$ cat config.mk
export PLATFORM = sky130hd
export DESIGN_NAME = dbg_action_ctl
export DESIGN_NICKNAME = d
export VERILOG_FILES = /design/src/rtl/dbg_act_pkg.sv /design/src/rtl/dbg_act_cfg.sv /design/src/rtl/dbg_act_decode.sv /design/src/rtl/dbg_act_sticky.sv /design/src/rtl/dbg_action_ctl.sv
export SDC_FILE = /design/constraint.sdc
export NUM_CORES = 1
export LEC_CHECK = 0
export BUFFER_PORTS_ARGS = -buffer_cell sky130_fd_sc_hd__buf_2
export CORE_UTILIZATION = 36
export DETAILED_ROUTE_END_ITERATION = 8
export PLACE_DENSITY = 0.87
export RECOVER_POWER = 25
export SLEW_MARGIN = 20
export SYNTH_ARGS = -nofsm -noshare
export SYNTH_HDL_FRONTEND = slang
export SYNTH_SLANG_ARGS = --single-unit
export TNS_END_PERCENT = 20
$ cat constraint.sdc
create_clock -name clk -period 1.25 [get_ports clk]
set_clock_uncertainty 0.15 [all_clocks]
set_input_delay 0.25 -clock clk [delete_from_list [all_inputs] [get_ports clk]]
set_output_delay 0.25 -clock clk [all_outputs]
set_load 0.1 [all_outputs]
$ cat src/rtl/dbg_act_pkg.sv
package dbg_act_pkg;
  localparam int unsigned ACT_W = 3;

  typedef enum logic [ACT_W-1:0] {
    ACT_NONE       = 3'b000,
    ACT_RSVD       = 3'b001,
    ACT_HALT_SELF  = 3'b010,
    ACT_HALT_ALL   = 3'b011,
    ACT_FAULT      = 3'b100,
    ACT_TRIG       = 3'b101,
    ACT_TRIG_SELF  = 3'b110,
    ACT_TRIG_ALL   = 3'b111
  } act_code_e;
endpackage

$ cat src/rtl/dbg_act_cfg.sv
module dbg_act_cfg
  import dbg_act_pkg::*;
#(
  parameter int unsigned NTHR  = 4,
  parameter int unsigned REG_W = 64,
  parameter int unsigned BASE  = 52
) (
  input  logic                        clk,
  input  logic                        rst_n,
  input  logic                        we_i,
  input  logic [REG_W-1:0]            wdata_i,
  output logic [NTHR-1:0][ACT_W-1:0]  code_o
);
  localparam int unsigned TOP_BIT = BASE + NTHR*ACT_W - 1;

  initial begin
    if (TOP_BIT >= REG_W) $error("action fields exceed control word");
  end

  for (genvar t = 0; t < NTHR; t++) begin : g_fld
    localparam int unsigned LSB = BASE + t*ACT_W;
    always_ff @(posedge clk or negedge rst_n) begin
      if (!rst_n)    code_o[t] <= ACT_NONE;
      else if (we_i) code_o[t] <= wdata_i[LSB +: ACT_W];
    end
  end
endmodule

$ cat src/rtl/dbg_act_decode.sv
module dbg_act_decode
  import dbg_act_pkg::*;
#(
  parameter int unsigned NTHR = 4
) (
  input  logic [NTHR-1:0][ACT_W-1:0] code_i,
  input  logic [NTHR-1:0]            hit_i,
  output logic [NTHR-1:0]            halt_set_o,
  output logic                       halt_all_o,
  output logic [NTHR-1:0]            fault_set_o,
  output logic                       trig_o
);
  logic [NTHR-1:0] self_v;

  always_comb begin
    self_v      = '0;
    halt_all_o  = 1'b0;
    fault_set_o = '0;
    trig_o      = 1'b0;
    for (int t = 0; t < NTHR; t++) begin
      if (hit_i[t]) begin
        unique case (act_code_e'(code_i[t]))
          ACT_NONE, ACT_RSVD: ;
          ACT_HALT_SELF:  self_v[t] = 1'b1;
          ACT_HALT_ALL:   halt_all_o = 1'b1;
          ACT_FAULT:      fault_set_o[t] = 1'b1;
          ACT_TRIG:       trig_o = 1'b1;
          ACT_TRIG_SELF: begin
            trig_o    = 1'b1;
            self_v[t] = 1'b1;
          end
          ACT_TRIG_ALL: begin
            trig_o     = 1'b1;
            halt_all_o = 1'b1;
          end
          default: ;
        endcase
      end
    end
    halt_set_o = self_v | {NTHR{halt_all_o}};
  end
endmodule

$ cat src/rtl/dbg_act_sticky.sv
module dbg_act_sticky #(
  parameter int unsigned W = 4
) (
  input  logic         clk,
  input  logic         rst_n,
  input  logic [W-1:0] set_i,
  input  logic [W-1:0] clr_i,
  output logic [W-1:0] q_o
);
  always_ff @(posedge clk or negedge rst_n) begin
    if (!rst_n) q_o <= '0;
    else        q_o <= (q_o & ~clr_i) | set_i;
  end

  AST_STICKY_HOLD: assert property (@(posedge clk) disable iff (!rst_n)
    1'b1 |=> ((q_o & $past(q_o & ~clr_i)) == $past(q_o & ~clr_i)));
  AST_SET_WINS: assert property (@(posedge clk) disable iff (!rst_n)
    (set_i != '0) |=> ((q_o & $past(set_i)) == $past(set_i)));
endmodule

$ cat src/rtl/dbg_action_ctl.sv
module dbg_action_ctl
  import dbg_act_pkg::*;
#(
  parameter int unsigned NTHR  = 4,
  parameter int unsigned REG_W = 64,
  parameter int unsigned BASE  = 52
) (
  input  logic             clk,
  input  logic             rst_n,
  input  logic             cfg_we,
  input  logic [REG_W-1:0] cfg_wdata,
  input  logic [NTHR-1:0]  evt_hit,
  input  logic [NTHR-1:0]  stop_clr,
  input  logic [NTHR-1:0]  fault_clr,
  input  logic [NTHR-1:0]  evt_clr,
  output logic [NTHR-1:0]  stop_req,
  output logic [NTHR-1:0]  fault_sts,
  output logic [NTHR-1:0]  evt_sts,
  output logic             ext_trig
);
  logic [NTHR-1:0][ACT_W-1:0] codes;
  logic [NTHR-1:0]            halt_set;
  logic                       halt_all;
  logic [NTHR-1:0]            fault_set;
  logic                       trig_req;

  dbg_act_cfg #(.NTHR(NTHR), .REG_W(REG_W), .BASE(BASE)) u_cfg (
    .clk(clk), .rst_n(rst_n), .we_i(cfg_we), .wdata_i(cfg_wdata), .code_o(codes)
  );

  dbg_act_decode #(.NTHR(NTHR)) u_dec (
    .code_i(codes), .hit_i(evt_hit), .halt_set_o(halt_set),
    .halt_all_o(halt_all), .fault_set_o(fault_set), .trig_o(trig_req)
  );

  dbg_act_sticky #(.W(NTHR)) u_stop (
    .clk(clk), .rst_n(rst_n), .set_i(halt_set), .clr_i(stop_clr), .q_o(stop_req)
  );
  dbg_act_sticky #(.W(NTHR)) u_fault (
    .clk(clk), .rst_n(rst_n), .set_i(fault_set), .clr_i(fault_clr), .q_o(fault_sts)
  );
  dbg_act_sticky #(.W(NTHR)) u_evt (
    .clk(clk), .rst_n(rst_n), .set_i(evt_hit), .clr_i(evt_clr), .q_o(evt_sts)
  );

  always_ff @(posedge clk or negedge rst_n) begin
    if (!rst_n) ext_trig <= 1'b0;
    else        ext_trig <= trig_req;
  end

  AST_TRIG_NEEDS_EVENT: assert property (@(posedge clk) disable iff (!rst_n)
    ext_trig |-> $past(evt_hit != '0));
  AST_HALT_ALL_SPREAD: assert property (@(posedge clk) disable iff (!rst_n)
    halt_all |=> (stop_req == '1));
  AST_STOP_RISE_CAUSE: assert property (@(posedge clk) disable iff (!rst_n)
    ((stop_req & ~$past(stop_req)) != '0) |-> $past(evt_hit != '0));
  AST_EVENT_MARKED: assert property (@(posedge clk) disable iff (!rst_n)
    (evt_hit != '0) |=> ((evt_sts & $past(evt_hit)) == $past(evt_hit)));
  AST_FAULT_CAUSE: assert property (@(posedge clk) disable iff (!rst_n)
    ((fault_sts & ~$past(fault_sts)) != '0) |-> $past(evt_hit != '0));
endmodule

==> results.py <==
metrics = {
    "floorplan": {
        "start_util_pct": 38.28,
        "io_pins": 96,
        "dieArea_mm2": 0.003179,
        "fp.coreArea_mm2": 0.002781,
        "rows": 19,
        "die_h_um": 56.39,
        "fp.dieW_um": 56.39,
    },
    "setup_path": {
        "required_ps": 850,
        "slowest_stage": "dfrtp_1",
        "cp.arrival_ps": 960,
        "crit_chain": "buf_12",
        "crit_family": "flip-flops",
        "critPathLaunchType": "flip-flop",
        "crit_type": "reg2out",
        "endpoint_kind": "output port",
        "critPathMaxFanout": 2,
        "crit_path_max_incr_delay_ps": 450,
        "crit_buf_inv": 1,
    },
    "clock_network": {
        "h-tree-depth": 1,
        "root_buffer": "clkbuf_4",
        "clock_sinks": 25,
        "cts_buffer_depth": 2,
        "cts_tree": "done",
        "insertion_delay_ps": 320,
        "cts_buffers": 3,
        "postCtsResizedCells": 0,
        "clk_pin_slew_worst_paths_ps": 140,
    },
    "logic_synthesis": {
        "ys_ff_latch": 25,
        "netlist_top_cells_count": "dfrtp_1 (25), inv_1 (12), mux2_4 (10)",
        "synth.top_cell.area_share_pct": 58.75,
        "yosysMostFrequentCell": "dfrtp_1",
        "synth_compound_area_share_pct": 12.57,
        "synthTopCellsByArea": "dfrtp_1 (59%), mux2_4 (14%), inv_1 (4.2%)",
        "synth-xor-area-share_pct": 0,
        "yosys_most_used_dff": "dfrtp_1",
        "syn-cell-area_mm2": 0.001065,
        "yosysWarnings": 0,
        "synth_top_family_by_area": "multiplexers",
        "ys_seq_area_share_pct": 58.75,
        "synth_fa_ha_area_share_pct": 0,
        "ys_types": 17,
        "synth-simple-area-share_pct": 7.168,
        "synth_largest_area_cell": "dfrtp_1",
        "synthCells": 81,
        "synthArstFlopShare_pct": 100.0,
        "syn_avg_cell_area_um2": 13.15,
        "synth_edf_count": 0,
        "muxShareOfSynthArea_pct": 16.22,
        "syn-num-nets": 164,
    },
    "outcome": {
        "violations": "setup timing",
        "outcome": "finished, violations left",
    },
    "placement": {
        "gp_congestion": 0.7535,
        "port_buffers": 43,
        "dpl.cell_count": 155,
        "placed_area_mm2": 0.001529,
    },
    "timing": {
        "tightestPinTransition_ps": 601.0,
        "setup_viol": 13,
        "min_period_ps": 1360,
        "min_period_over_period_pct": 108.8,
        "hold_viol": 0,
        "worst_slack_ps": -109.7,
        "slew_headroom_pct": 59.94,
        "fmax_mhz": 735.5,
        "worst_hold_slack_ps": 3.707,
        "slew_viol_final": 0,
        "rsz0062_at_grt": "true",
    },
    "pwr": {
        "p_total_mw": 2.191,
        "power_leakage_nw": 0.8140,
        "power_density_mw_per_mm2": 1295,
        "vdd_drop_max_v": 0.0008358,
    },
    "finish": {
        "area_growth_pct": 58.87,
        "n_antenna_cell": 0,
        "stdcell_area_mm2": 0.001692,
        "drive_gt1_share_pct": 44.76,
        "nets": 227,
        "final_cells": 174,
    },
    "drt": {
        "avgRoutedWirePerCell_um": 13.38,
        "wirelength_um": 2328,
        "via_count": 867,
        "vias_per_cell": 4.983,
        "ant_nets": 0,
        "drtIter0Drc": 23,
        "firstDrtPassIters": 4,
        "drc_errors": 0,
    },
    "global_route": {
        "grt_pass1_wl_um": 4057,
        "grt_pass1_vias": 924,
        "grt_overflow": 0,
        "grt_util_met1_pct": 20.78,
        "met3_usage_pct": 3.226,
        "grt_busiest_layer": "met2",
        "track_usage_pct": 16.76,
        "grt_max_degree": 26,
        "antenna_found_initial": 0,
        "grt_use_met2_pct": 28.40,
    },
    "worst_hold_path": {
        "min_path_type": "in2reg",
    },
    "run": {
        "max_cap_viol_count": 0,
    },
}
-- worst reg2reg max path, cell delays in order (launching register included) --
cell and delay (ps):
dfrtp_1 430, and3_4 180, nor2b_1 170, nand3_1 90
-- path summary, 6_finish.rpt --
| kind | from | endpoint | slack (ps) | cells after the start |
|---|---|---|---|---|
| worst min-delay path | cfg_wdata[61] | u_cfg.code_o[9] | 4 | 2 |
| worst min register to register | u_cfg.code_o[6] | u_fault.q_o[2] | 380 | 1 |
| worst max register to register | u_cfg.code_o[6] | u_stop.q_o[1] | 120 | 3 |
| min in group asynchronous | rst_n | u_fault.q_o[0] | 300 | 2 |
| max in group asynchronous | rst_n | u_stop.q_o[2] | 220 | 2 |
| worst max-delay path | u_fault.q_o[2] | fault_sts[2] | -110 | 1 |
-- state kept, by name (all words and copies together), names as in the netlist --
register	flops
u_cfg.code_o	12
u_stop.q_o	4
u_fault.q_o	4
u_evt.q_o	4
ext_trig	1
-- power breakdown --
| part | total, mW | internal, mW | switching, mW |
|---|---|---|---|
| combinational | 0.831 | 0.350 | 0.481 |
| sequential | 0.996 | 0.900 | 0.0963 |
| clock | 0.364 | 0.120 | 0.244 |
| total | 2.19 | 1.37 | 0.821 |
-- per-layer routing --
layer	wire length (µm)	part of all wire (%)
met5	0	0
met4	27	1.2
met2	1158	50
met3	123	5.3
met1	1019	44
-- metrics by stage --
step	utilization (%)	setup WS [ps]	setup TNS, ps
2_1_floorplan	-	-97.80	-872.6
3_3_place_gp	54.97	143.2	0
3_5_place_dp	54.97	130.9	0
4_1_cts	60.91	-120.2	-1387
5_1_grt	60.82	-147.9	-1804
6_report	60.82	-109.7	-1191
-- kinds of logic after synthesis --
logic type             Yosys count
muxes                           12
and+or+nand+nor                 15
buffers and inverters           13
AOI/OAI and AO/OA               16
DFF                             25
-- what timing repair did --
action / in CTS / in global routing
setup endpoints to repair: 13 / 13
hold buffers: 13 / 1
buffers inserted: 1 / 0
hold endpoints to repair: 37 / 1
-- layout make-up --
| cell class | count | area [µm²] |
|---|---|---|
| Clock buffer | 3 | 22.52 |
| Clock inverter | 1 | 5.005 |
| Fill cell | 235 | 1090 |
| Inverter | 12 | 45.04 |
| Multi-Input combinational cell | 43 | 371.6 |
| Sequential cell | 25 | 631.9 |
| Tap cell | 31 | 38.79 |
| Timing Repair Buffer | 59 | 576.8 |
-- layout by cell type, fill, tap and decap left out, drive strengths merged --
cell type    synthesis  layout
buf                  1      43
dfrtp               25      25
dlygate4sd3          0      14
inv                 12      12
mux2                12      12
nand3                6       6
nand2                5       5
clkbuf               0       5
a21o                 4       4
o32ai                4       4
a22oi                3       3
o211ai               3       3
and3                 1       1
nor2b                1       1
and2                 1       1
nor2                 1       1
o2111ai              1       1
a221oi               1       1
clkinv               0       1
No activity file was read; power rests on OpenSTA's default activity.
